## src/rtl/sst_pkg.sv

```systemverilog
package sst_pkg;
  typedef enum logic {
    SCK_INTERNAL = 1'b0,
    SCK_EXTERNAL = 1'b1
  } sck_src_e;
endpackage

```

## src/rtl/sst_tick.sv

```systemverilog
// Half-period timer for the internal serial clock.
module sst_tick #(
  parameter int HALF_DIV = 2
) (
  input  logic clk,
  input  logic rst_n,
  input  logic run,
  input  logic restart,
  output logic tick
);
  localparam int CW = (HALF_DIV > 1) ? $clog2(HALF_DIV) : 1;
  localparam logic [CW-1:0] TOP = CW'(HALF_DIV - 1);

  logic [CW-1:0] cnt_q, cnt_d;

  assign tick = run && (cnt_q == TOP);

  always_comb begin
    cnt_d = cnt_q;
    if (restart)   cnt_d = '0;
    else if (run)  cnt_d = tick ? '0 : cnt_q + 1'b1;
  end

  always_ff @(posedge clk or negedge rst_n) begin
    if (!rst_n) cnt_q <= '0;
    else        cnt_q <= cnt_d;
  end
endmodule

```

## src/rtl/sst_edge.sv

```systemverilog
// Synchroniser and edge detector for the external serial clock.
module sst_edge #(
  parameter int STAGES = 2
) (
  input  logic clk,
  input  logic rst_n,
  input  logic sck_in,
  output logic rise,
  output logic fall
);
  logic [STAGES-1:0] sync_q;
  logic              prev_q;

  assign rise = sync_q[STAGES-1] & ~prev_q;
  assign fall = ~sync_q[STAGES-1] & prev_q;

  always_ff @(posedge clk or negedge rst_n) begin
    if (!rst_n) begin
      sync_q <= '1;
      prev_q <= 1'b1;
    end else begin
      sync_q <= {sync_q[STAGES-2:0], sck_in};
      prev_q <= sync_q[STAGES-1];
    end
  end
endmodule

```

## src/rtl/sst_shift.sv

```systemverilog
// Shift register, bit counter and serial clock state.
module sst_shift #(
  parameter int DATA_W = 8
) (
  input  logic              clk,
  input  logic              rst_n,
  input  logic              load,
  input  logic [DATA_W-1:0] load_data,
  input  logic              rise_ev,
  input  logic              fall_ev,
  input  logic              drive_sck,
  output logic              txd,
  output logic              sck,
  output logic              active,
  output logic              last_fall
);
  localparam int CNT_W = $clog2(DATA_W);
  localparam logic [CNT_W-1:0] LAST = CNT_W'(DATA_W - 1);

  logic [DATA_W-1:0] sh_q, sh_d;
  logic [CNT_W-1:0]  cnt_q, cnt_d;
  logic              act_q, act_d;
  logic              smp_q, smp_d;
  logic              sck_q, sck_d;

  assign txd       = sh_q[0];
  assign sck       = sck_q;
  assign active    = act_q;
  assign last_fall = act_q && fall_ev && smp_q && (cnt_q == LAST);

  always_comb begin
    sh_d  = sh_q;
    cnt_d = cnt_q;
    act_d = act_q;
    smp_d = smp_q;
    sck_d = sck_q;
    if (load) begin
      sh_d  = load_data;
      cnt_d = '0;
      act_d = 1'b1;
      smp_d = 1'b0;
      sck_d = drive_sck ? 1'b0 : 1'b1;
    end else if (act_q) begin
      if (rise_ev) begin
        smp_d = 1'b1;
        if (drive_sck) sck_d = 1'b1;
      end else if (fall_ev && smp_q) begin
        if (cnt_q == LAST) begin
          act_d = 1'b0;
        end else begin
          sh_d  = sh_q >> 1;
          cnt_d = cnt_q + 1'b1;
          smp_d = 1'b0;
          if (drive_sck) sck_d = 1'b0;
        end
      end
    end
  end

  always_ff @(posedge clk or negedge rst_n) begin
    if (!rst_n) begin
      sh_q  <= '1;
      cnt_q <= '0;
      act_q <= 1'b0;
      smp_q <= 1'b0;
      sck_q <= 1'b1;
    end else begin
      sh_q  <= sh_d;
      cnt_q <= cnt_d;
      act_q <= act_d;
      smp_q <= smp_d;
      sck_q <= sck_d;
    end
  end
endmodule

```

## src/rtl/sync_ser_tx.sv

```systemverilog
module sync_ser_tx
  import sst_pkg::*;
#(
  parameter int DATA_W      = 8,
  parameter int HALF_DIV    = 2,
  parameter int SYNC_STAGES = 2
) (
  input  logic              clk,
  input  logic              rst_n,
  input  logic              dr_we,
  input  logic [DATA_W-1:0] dr_wdata,
  input  logic              empty_clr,
  input  logic              txe_ie,
  input  logic              tend_ie,
  input  logic              ext_clk_sel,
  input  logic              sck_in,
  output logic              sck_out,
  output logic              txd,
  output logic              empty_flag,
  output logic              end_flag,
  output logic              irq_txe,
  output logic              irq_tend
);
  // reset: asserted asynchronously, released on a clock edge
  logic [1:0] rst_sync_q;
  logic       rst_int_n;

  always_ff @(posedge clk or negedge rst_n) begin
    if (!rst_n) rst_sync_q <= 2'b00;
    else        rst_sync_q <= {rst_sync_q[0], 1'b1};
  end
  assign rst_int_n = rst_sync_q[1];

  sck_src_e          src;
  logic              drive_sck;
  logic [DATA_W-1:0] hold_q, hold_d;
  logic              empty_q, empty_d;
  logic              end_q, end_d;
  logic              load, active, last_fall;
  logic              tick, ext_rise, ext_fall, rise_ev, fall_ev;

  assign src       = sck_src_e'(ext_clk_sel);
  assign drive_sck = (src == SCK_INTERNAL);

  sst_tick #(.HALF_DIV(HALF_DIV)) u_tick (
    .clk(clk), .rst_n(rst_int_n),
    .run(active && drive_sck), .restart(load), .tick(tick)
  );

  sst_edge #(.STAGES(SYNC_STAGES)) u_edge (
    .clk(clk), .rst_n(rst_int_n), .sck_in(sck_in),
    .rise(ext_rise), .fall(ext_fall)
  );

  assign rise_ev = drive_sck ? (tick && !sck_out) : ext_rise;
  assign fall_ev = drive_sck ? (tick &&  sck_out) : ext_fall;

  // a waiting byte goes out when idle or at the edge ending the last bit
  assign load = !empty_q && (!active || last_fall);

  sst_shift #(.DATA_W(DATA_W)) u_shift (
    .clk(clk), .rst_n(rst_int_n), .load(load), .load_data(hold_q),
    .rise_ev(rise_ev), .fall_ev(fall_ev), .drive_sck(drive_sck),
    .txd(txd), .sck(sck_out), .active(active), .last_fall(last_fall)
  );

  always_comb begin
    hold_d  = dr_we ? dr_wdata : hold_q;
    empty_d = empty_q;
    end_d   = end_q;
    if (load) begin
      empty_d = 1'b1;
      end_d   = 1'b0;
    end else begin
      if (empty_clr)            empty_d = 1'b0;
      if (last_fall && empty_q) end_d   = 1'b1;
    end
  end

  always_ff @(posedge clk or negedge rst_int_n) begin
    if (!rst_int_n) begin
      hold_q  <= '0;
      empty_q <= 1'b1;
      end_q   <= 1'b1;
    end else begin
      hold_q  <= hold_d;
      empty_q <= empty_d;
      end_q   <= end_d;
    end
  end

  assign empty_flag = empty_q;
  assign end_flag   = end_q;
  assign irq_txe    = empty_q & txe_ie;
  assign irq_tend   = end_q & tend_ie;
endmodule

```

## config.mk

```make
export PLATFORM = sky130hd
export DESIGN_NAME = sync_ser_tx
export DESIGN_NICKNAME = d
export VERILOG_FILES = /design/src/rtl/sst_pkg.sv /design/src/rtl/sst_tick.sv /design/src/rtl/sst_edge.sv /design/src/rtl/sst_shift.sv /design/src/rtl/sync_ser_tx.sv
export SDC_FILE = /design/constraint.sdc
export NUM_CORES = 1
export LEC_CHECK = 0
export BUFFER_PORTS_ARGS = -buffer_cell sky130_fd_sc_hd__buf_2
export CAP_MARGIN = 20
export CORE_MARGIN = 3
export CORE_UTILIZATION = 44
export CTS_BUF_LIST = sky130_fd_sc_hd__clkbuf_8 sky130_fd_sc_hd__clkbuf_16
export CTS_CLUSTER_DIAMETER = 60
export DETAILED_ROUTE_END_ITERATION = 10
export PLACE_DENSITY_LB_ADDON = 0.3
export RECOVER_POWER = 50
export SLEW_MARGIN = 20
export SYNTH_ARGS = -nofsm -noshare
export SYNTH_HDL_FRONTEND = slang
export SYNTH_SLANG_ARGS = --single-unit
```

## constraint.sdc

```tcl
create_clock -name clk -period 1.2 [get_ports clk]
set_input_delay 0.06 -clock clk [delete_from_list [all_inputs] [get_ports clk]]
set_output_delay 0.06 -clock clk [all_outputs]
set_load 0.01 [all_outputs]
```

==> impl_metrics.json <==
{
  "outcome": "finished, violations left",
  "violations": "setup timing",
  "cts_tree": "built",
  "drc": 0,
  "grt_max_degree": 28,
  "synth_area_leaders": "dfrtp_1 28%, dfstp_2 26%, mux2_2 6.3%, nand3_1 3.8%, o21ai_0 3.8%",
  "cts_made_buffers": 5,
  "wl_mm": 3.46,
  "ir_drop_mv": 1.08,
  "hold_viol_final": 0,
  "drv_slew": 0,
  "overflow": 0,
  "synth_seq_cells": 30,
  "synth.most_common_cell": "dfrtp_1",
  "vias_per_cell": 5.50,
  "die_x_um": 63.1,
  "grt_pass1_vias": 1231,
  "yosys.area.top_type": "dfrtp_1",
  "via_count": 1209,
  "core_area_sq_mm": 0.00308,
  "crit_slowest_cell": "dfrtp_1",
  "slowest_delay_ps": 390,
  "netlist.area_leader.share": 0.279,
  "maxSlewHeadroom": 0.565,
  "cts_buffer_depth": 2,
  "ys_seq_area_frac": 0.535,
  "cp_cell_sequence": "ha_2, ha_4, nor2b_4, o311a_4, buf_6, nand3_2, a31oi_1",
  "dieArea_sq_mm": 0.00399,
  "worstHoldPathCells": 2,
  "timing.reg2reg.setup_slack_ps": -370,
  "final.setup.tns_ps": -5820,
  "synth-async-reset-ratio": 1.00,
  "fin_ws_ps": -373,
  "period_minus_slack_ps": 1570,
  "layout-drive-gt1-share": 0.563,
  "synth_edf_count": 0,
  "period_share": 1.31,
  "netlist_instances": 128,
  "max_cap_viol_count": 0,
  "hold_start": "dr_wdata[2]",
  "r2r_end": "u_shift.sh_q[4]",
  "power_density_mw_per_mm2": 1830,
  "rsz0062_at_grt": "true",
  "wl_per_cell_um": 15.7,
  "clock-sinks": 30,
  "clk_pin_slew_worst_paths_ps": 60,
  "syn_nets": 146,
  "cpLargestDelayFamily": "flip-flops",
  "synth_area_per_cell_sq_um": 11.2,
  "dr.pass1.iters": 4,
  "synth_common_cells": "16 x dfrtp_1, 14 x dfstp_2, 11 x nand3_1, 11 x o21ai_0, 8 x mux2_2",
  "synth_ff_type": "dfrtp_1",
  "p_int_mw": 2.61,
  "setup_viol": 18,
  "worst-setup-path-type": "reg2reg",
  "grt_pass1_wl_mm": 5.44,
  "yosysWarnings": 0,
  "synth_area_sq_mm": 0.00144,
  "antenna_found_initial": 0,
  "fin_skew_ps": 5.39,
  "hold_path_class": "in2reg",
  "die_h_um": 63.1,
  "drtIter0Drc": 34,
  "reg2reg_from": "u_shift.cnt_q[0]",
  "start_util": 0.467,
  "required_ps": 1400,
  "n_antenna_cell": 0,
  "swShare": 0.307,
  "port_buffers": 21,
  "clock_latency_ps": 270,
  "finalPower_mw": 3.76,
  "drt.antenna.violating_nets": 0,
  "htree_num_levels": 2,
  "leakage_nw": 0.852,
  "fin_nets": 193,
  "crit_start": "u_shift.cnt_q[0]",
  "area_delta_synth_final_pct": 42.9,
  "gp_congestion": 0.839,
  "cp_max_fo": 5,
  "p_seq_frac": 0.397,
  "fmax_mhz": 636,
  "path_depth": 7,
  "critPathCapture": "u_shift.sh_q[4]",
  "endpoint_kind": "flop",
  "io_pins": 22,
  "p_comb_frac": 0.350,
  "critPathLaunchType": "flop",
  "grt_usage": 0.173,
  "worst-r2r-cell-count": 7,
  "fin_util": 0.667,
  "worst_pin_slew_ps": 653,
  "cp.arrival_ps": 1770,
  "clkPwrFrac": 0.253,
  "hpwl_mm": 2.25,
  "cts_root_buf": "clkbuf_8",
  "switchingPower_mw": 1.16,
  "synth.distinct_cells": 38,
  "rows": 20,
  "timing.critical_path.buf_inv": 1
}
kinds of logic (layout without fill, tap and decap cells):
logic type | Yosys count | count (layout) | synth area share
compound gates | 46 | 47 | 0.230
flops | 30 | 30 | 0.535
simple gates | 30 | 30 | 0.112
buf+inv | 10 | 57 | 0.0340
mux | 8 | 8 | 0.0627
fa+ha+maj | 2 | 2 | 0.0174
other cells | 1 | 1 | 0.00261
xor+xnor | 1 | 1 | 0.00610
worst register-to-register path, cell delays in order, from the launching register on:
cell and delay (ps):
dfrtp_1 390, ha_2 200, ha_4 170, nor2b_4 150
o311a_4 220, buf_6 130, nand3_2 80, a31oi_1 170
sequential cells by signal (all words and copies together), names as in the netlist:
signal          cells
u_edge.sync_q       2
u_tick.cnt_q        1
end_flag            1
u_shift.smp_q       1
u_shift.sck         1
u_shift.sh_q        8
u_shift.active      1
rst_sync_q          2
empty_flag          1
hold_q              8
u_edge.prev_q       1
u_shift.cnt_q       3
per-layer routing:
layer | global-route usage | vias to the layer above | routed length (um)
met5 | 0 | - | 0
met4 | 0.0689 | 0 | 44
met3 | 0.0499 | 6 | 181
met2 | 0.279 | 31 | 1810
met1 | 0.219 | 597 | 1420
li1 | - | 575 | -
cell usage in the layout, fill, tap and decap left out, types with 6 or more instances in the layout:
| cell | Yosys | routed |
|---|---|---|
| a31oi_1 | 7 | 6 |
| buf_2 | 2 | 18 |
| nand3_1 | 11 | 7 |
| dfrtp_1 | 16 | 16 |
| buf_4 | 2 | 15 |
| a21oi_1 | 7 | 7 |
| dfstp_2 | 14 | 13 |
| buf_6 | 0 | 7 |
| o21ai_1 | 4 | 10 |
| mux2_2 | 8 | 8 |
how the worst min path moves through the flow:
stage,to
2_1_floorplan,rst_sync_q[0]
3_3_place_gp,rst_sync_q[0]
3_5_place_dp,rst_sync_q[1]
4_1_cts,hold_q[6]
5_1_grt,hold_q[4]
6_report,hold_q[2]
per-stage QoR:
step	instances	setup WS [ps]	hold slack, ps	instance area [sq um]
floorplan	128	-315	-236	1500
global placement	203	-347	-154	1760
detailed placement	203	-381	-150	1760
CTS	216	-366	15.3	1970
global route	220	-436	10.1	2050
finish	220	-373	15.8	2050
power by group through the flow:
stage | combinational [mW] | sequential [mW] | clock, mW
floorplan | 0.664 | 1.53 | 0
global placement | 1.12 | 1.47 | 0
detailed placement | 1.16 | 1.49 | 0
CTS | 1.22 | 1.48 | 0.966
global route | 1.46 | 1.52 | 1.02
finish | 1.32 | 1.49 | 0.951
final cells by class:
cell class | instances | area (sq um)
well taps | 44 | 55.1
clock inverters | 3 | 37.5
inverters | 2 | 7.51
flip-flops and latches | 30 | 768
clock buffers | 5 | 68.8
multi-input cells | 89 | 759
repair buffers | 47 | 355
fillers | 227 | 1030
repair_timing:
item,4_1_cts,5_1_grt
hold buffers,3,0
endpoints found under the setup margin,18,19
gates resized for setup,15,16
setup buffers,2,2
gates cloned,0,2
pin swaps,3,10
hold endpoints to repair,4,0
Power figures use the tool's default switching activity.
